`config.mk`:
```
export PLATFORM = sky130hd
export DESIGN_NAME = lsh_unit
export DESIGN_NICKNAME = d
export VERILOG_FILES = /design/src/rtl/lsh_pkg.sv /design/src/rtl/lsh_range_chk.sv /design/src/rtl/lsh_lane.sv /design/src/rtl/lsh_unit.sv
export SDC_FILE = /design/constraint.sdc
export NUM_CORES = 1
export LEC_CHECK = 0
export ABC_AREA = 1
export BUFFER_PORTS_ARGS = -buffer_cell sky130_fd_sc_hd__buf_2
export CAP_MARGIN = 20
export CORE_ASPECT_RATIO = 0.9
export CORE_MARGIN = 10
export CORE_UTILIZATION = 50
export DETAILED_ROUTE_END_ITERATION = 12
export PLACE_DENSITY = 0.72
export SYNTH_ARGS = -nofsm -noshare
export SYNTH_HDL_FRONTEND = slang
export SYNTH_SLANG_ARGS = --single-unit
```
`constraint.sdc`:
```
create_clock -name clk -period 8.05 [get_ports clk]
set_input_delay 2.0125 -clock clk [delete_from_list [all_inputs] [get_ports clk]]
set_output_delay 2.0125 -clock clk [all_outputs]
set_load 0.005 [all_outputs]
```
`src/rtl/lsh_pkg.sv`:
```
package lsh_pkg;

    typedef enum logic [1:0] {
        SZ_BYTE = 2'b00,
        SZ_WORD = 2'b01,
        SZ_LONG = 2'b10,
        SZ_RSVD = 2'b11
    } size_e;

    typedef struct packed {
        logic s;
        logic z;
        logic c;
    } flags_t;

endpackage

```
`src/rtl/lsh_range_chk.sv`:
```
// Decodes the signed count into direction and magnitude and judges legality.
module lsh_range_chk #(
    parameter int DATA_W  = 32,
    parameter int CNT_W   = 6,
    parameter int IMM_MAX = 8
) (
    input  logic [CNT_W-1:0] cnt,
    input  logic [1:0]       size,
    input  logic             imm,
    output logic [CNT_W:0]   mag,
    output logic             left,
    output logic             ok
);
    import lsh_pkg::*;

    localparam int BYTE_W = DATA_W / 4;
    localparam int WORD_W = DATA_W / 2;
    localparam logic [CNT_W:0] LIM_B = (CNT_W+1)'(BYTE_W);
    localparam logic [CNT_W:0] LIM_W = (CNT_W+1)'(WORD_W);
    localparam logic [CNT_W:0] LIM_I = (CNT_W+1)'(IMM_MAX);

    logic [CNT_W:0] ext;
    logic [CNT_W:0] lim;

    always_comb begin
        ext  = {cnt[CNT_W-1], cnt};
        left = ~cnt[CNT_W-1];
        mag  = cnt[CNT_W-1] ? (~ext + 1'b1) : ext;
        case (size_e'(size))
            SZ_BYTE: lim = LIM_B;
            default: lim = LIM_W;
        endcase
        if (imm) begin
            lim = LIM_I;
        end
        ok = (size_e'(size) != SZ_RSVD) && (mag <= lim) && !(imm && mag == '0);
    end

endmodule

```
`src/rtl/lsh_lane.sv`:
```
// Zero-fill shifter of one fixed width, also yielding the last bit shifted out.
module lsh_lane #(
    parameter int W     = 8,
    parameter int AMT_W = 7
) (
    input  logic [W-1:0]     din,
    input  logic [AMT_W-1:0] amt,
    input  logic             left,
    output logic [W-1:0]     dout,
    output logic             cout
);
    logic [W:0] l_ext;
    logic [W:0] r_ext;

    always_comb begin
        l_ext = {1'b0, din} << amt;
        r_ext = {din, 1'b0} >> amt;
        if (left) begin
            dout = l_ext[W-1:0];
            cout = l_ext[W];
        end else begin
            dout = r_ext[W:1];
            cout = r_ext[0];
        end
    end

endmodule

```
`src/rtl/lsh_unit.sv`:
```
module lsh_unit
    import lsh_pkg::*;
#(
    parameter int DATA_W  = 32,
    parameter int CNT_W   = 6,
    parameter int IMM_MAX = 8
) (
    input  logic              clk,
    input  logic              rst,
    input  logic              en_i,
    input  logic [1:0]        size_i,
    input  logic [CNT_W-1:0]  cnt_i,
    input  logic              imm_i,
    input  logic [DATA_W-1:0] opnd_i,
    output logic [DATA_W-1:0] res_o,
    output logic              sflag_o,
    output logic              zflag_o,
    output logic              cflag_o,
    output logic              cnt_ok_o
);

    localparam int N_LANE = 3;
    localparam int AMT_W  = CNT_W + 1;

    logic [AMT_W-1:0]  mag;
    logic              left;
    logic              ok;

    logic [DATA_W-1:0] lane_res  [4];
    logic              lane_msb  [4];
    logic              lane_zero [4];
    logic              lane_c    [4];

    flags_t            flg_d, flg_q;
    logic [DATA_W-1:0] res_d;
    logic [1:0]        sel;

    lsh_range_chk #(
        .DATA_W (DATA_W),
        .CNT_W  (CNT_W),
        .IMM_MAX(IMM_MAX)
    ) u_range (
        .cnt (cnt_i),
        .size(size_i),
        .imm (imm_i),
        .mag (mag),
        .left(left),
        .ok  (ok)
    );

    for (genvar g = 0; g < N_LANE; g++) begin : g_lane
        localparam int LW = (DATA_W / 4) << g;
        logic [LW-1:0] dq;
        logic          cq;

        lsh_lane #(
            .W    (LW),
            .AMT_W(AMT_W)
        ) u_lane (
            .din (opnd_i[LW-1:0]),
            .amt (mag),
            .left(left),
            .dout(dq),
            .cout(cq)
        );

        if (LW < DATA_W) begin : g_keep_hi
            assign lane_res[g] = {opnd_i[DATA_W-1:LW], dq};
        end else begin : g_full
            assign lane_res[g] = dq;
        end
        assign lane_msb[g]  = dq[LW-1];
        assign lane_zero[g] = ~|dq;
        assign lane_c[g]    = cq;
    end

    // Reserved size slot: never selected while the count is legal.
    assign lane_res[3]  = opnd_i;
    assign lane_msb[3]  = 1'b0;
    assign lane_zero[3] = 1'b0;
    assign lane_c[3]    = 1'b0;

    always_comb begin
        flg_d = flg_q;
        sel   = size_i;
        res_d = opnd_i;
        if (ok) begin
            res_d = lane_res[sel];
        end
        if (en_i && ok && mag != '0) begin
            flg_d.s = lane_msb[sel];
            if (size_e'(size_i) != SZ_LONG) begin
                flg_d.z = lane_zero[sel];
                flg_d.c = lane_c[sel];
            end
        end
    end

    always_ff @(posedge clk) begin
        if (rst) begin
            flg_q <= '0;
        end else begin
            flg_q <= flg_d;
        end
    end

    assign res_o    = res_d;
    assign cnt_ok_o = ok;
    assign sflag_o  = flg_q.s;
    assign zflag_o  = flg_q.z;
    assign cflag_o  = flg_q.c;

endmodule

```
==> reports/summary.txt <==
outcome - completed
worst setup path category - input port to primary output
routed vias/inst - 6.202
origin of the worst setup path - cnt_i[0]
post-synth cell types - 47
most frequent cells in the layout - 490 x nand2_1, 95 x nand3_1, 91 x o21ai_0
final setup TNS - 0 ns
CTS resizes - 0
# port buffers - 79
Finish-stage setup viols - 0
asr flop ratio synth - 0%
Hold WC Path Type - flip-flop to flip-flop
vias in the first global route - 6610
Slew @ Worst Pin - 1.075 ns
area share of the largest cell type after synthesis - 36.42%
Post-CTS Setup Inserts - 0
leakage power - 2.810 nW
Clock transition at path regs - 0.03 ns
largest net degree at the start of global routing - 74
Yosys reg bits - 3
CTS tree - done
Setup crit end kind - primary output
Worst Path Buf+Inv - 5
cell mode on critical path - buf_2
Arr. time, crit path - 5.26 ns
number of buffers created by CTS - 3
initial DRC count - 1301
fmax - 0.1376 GHz
clk_skew - 0 ns
crit-path cells - buf_2 > inv_4 > ha_1 > inv_1 > nand2_1 > nand3_2 > nand2_4 > nor2_8 > nand4_1 > nand2_2 > nor2_4 > inv_2 > a311oi_1 > a21oi_1 > buf_2
Seq/Total Area, Yosys - 1.189%
P&R area growth vs syn - 5.030%
initial antenna violation count - 0
crit share post-route - 90.30%
Detailed Routing Iterations Pass 1 - 6
Synth area leader - nand2_1
ANT cells - 0
Boundary Pins - 80
fin crit period - 7.269 ns
DIE AREA - 14530 sq um
critical path fanouts, max - 67
CP required - 6.04 ns
hpwl dp - 18.83 mm
EDFF count, synth - 0
Rows - 34
Worst-Skew Late Latency - 0.22 ns
CP peak stage delay - 0.58 ns
clk buf depth - 2
Area contributors post-synth - nand2_1 36%, nand3_1 9.4%, o21ai_0 9.0%
DRC viols - 0
Max VDD drop - 0.1339 mV
# H-tree levels - 1
fill count - 1203
core area - 9784 sq um
Top FF cell, synth - dfxtp_1
synthesized area per cell - 4.719 sq um
Hold Buf Count CTS - 0
worst r2r src - sflag_o
hold path start - cflag_o
die height - 115.3 um
crit start category - input port
Syn. warnings - 0
nets - 1146
GRT Total Usage - 31.01%
max-cap violations - 0
Final Hold Vio Count - 0
max_slew headroom - 28.10%
Net Count, Synth - 1117
Routed WL - 24.06 mm
Num Clock Sinks - 3
Syn Inst Count - 1070
Pwr Density - 111.9 nW/um^2
gr ovfl total - 0
Die Width - 125.9 um
RePlAce Congestion - 1.084
first-pass GRT wire length - 36.69 mm
Via Count - 7591
RSZ-0062 raised after global routing - false
Min Hold Slack - 0.4639 ns
starting density of the core - 51.61%
root buffer cell - clkbuf_16
Routed Antenna Nets - 0
routed length per instance - 19.66 um
delay-heaviest family, CP - simple AND/OR/NAND/NOR gates
layout cells sized above 1 - 11.84%
CP max-delay cell - nand2_4
Cell Area, Synth - 5050 sq um
commonest non-fill, non-tap cell in the layout - nand2_1
max-slew violations - 0
## per-stage QoR
step | instance area [sq um] | instances | power (mW) | utilization, % | worst slack (ns)
floorplan | 5050 | 1070 | 0.3562 | - | 1.663
global placement | 5225 | 1220 | 0.4892 | 53.40 | 1.001
detailed placement | 5225 | 1220 | 0.4880 | 53.40 | 0.9150
CTS | 5304 | 1224 | 0.5710 | 54.21 | 0.9065
global route | 5304 | 1224 | 0.6346 | 54.21 | 0.5294
finish | 5304 | 1224 | 0.5934 | 54.21 | 0.7812
## synth_stat cells, types with 2 or more instances
library cell,instances
nand2_2,7
o21ai_0,91
o22ai_1,4
nor2_2,5
o21a_1,2
a211oi_1,3
clkbuf_1,3
nor2_8,2
buf_4,18
nand4_1,6
nor2_1,78
buf_6,13
nand3_1,95
a31oi_1,6
nor2_4,3
a32oi_1,2
a22oi_1,8
and2_1,2
nand2_1,490
buf_2,29
or2_2,3
nor3_1,5
nand2_4,5
o21ai_1,18
a21oi_1,55
ha_1,3
o211ai_1,21
a2bb2oi_1,2
o221ai_1,3
dfxtp_1,3
inv_2,7
inv_1,62
o21bai_1,2
## worst paths after layout
| kind | slack, ns | endpoint | depth (start not counted) |
|---|---|---|---|
| worst min register to register | 0.46 | cflag_o | 2 |
| worst max-delay path | 0.78 | res_o[29] | 15 |
| worst min-delay path | 0.46 | cflag_o | 2 |
| worst max register to register | 7.44 | sflag_o | 2 |
## area by class of cell
| class | count | area (sq um) | share of cell area, % |
|---|---|---|---|
| Clock buffer | 4 | 78.83 | 1.486 |
| Inverter | 70 | 265.3 | 5.001 |
| Multi-Input combinational cell | 934 | 4287 | 80.82 |
| Sequential cell | 3 | 60.06 | 1.132 |
| Tap cell | 126 | 157.7 | 2.972 |
| Timing Repair Buffer | 87 | 455.4 | 8.587 |
## power breakdown
| part | internal, mW | switching [mW] |
|---|---|---|
| clock | 0.0654 | 0.0145 |
| combinational | 0.142 | 0.355 |
| sequential | 0.0159 | 0.000394 |
| total | 0.223 | 0.370 |
## registers in the layout, summed over array words and instances (netlist names)
register	flops
sflag_o	1
cflag_o	1
zflag_o	1
## tightest hold or removal path: cells and delay by family (launching register included)
family / cells / cell delay [ns]
flops: 1 / 0.29
compound gates: 1 / 0.06
simple gates: 1 / 0.06
## cells by family after synthesis
logic type | after synthesis | share of synthesized area (%)
simple gates | 705 | 58.42
compound gates | 224 | 25.30
buf+inv | 133 | 13.92
fa+ha+maj | 3 | 0.7434
flops | 3 | 1.189
mux | 2 | 0.4212
## per-layer routing
metal | GRT usage [%] | vias to the layer above | part of all wire (%)
li1 | - | 3560 | -
met1 | 41.31 | 3305 | 39
met2 | 44.56 | 629 | 40
met3 | 9.664 | 97 | 15
met4 | 14.10 | 0 | 5.3
met5 | 0 | - | 0
No activity file was read; power rests on OpenSTA's default activity.
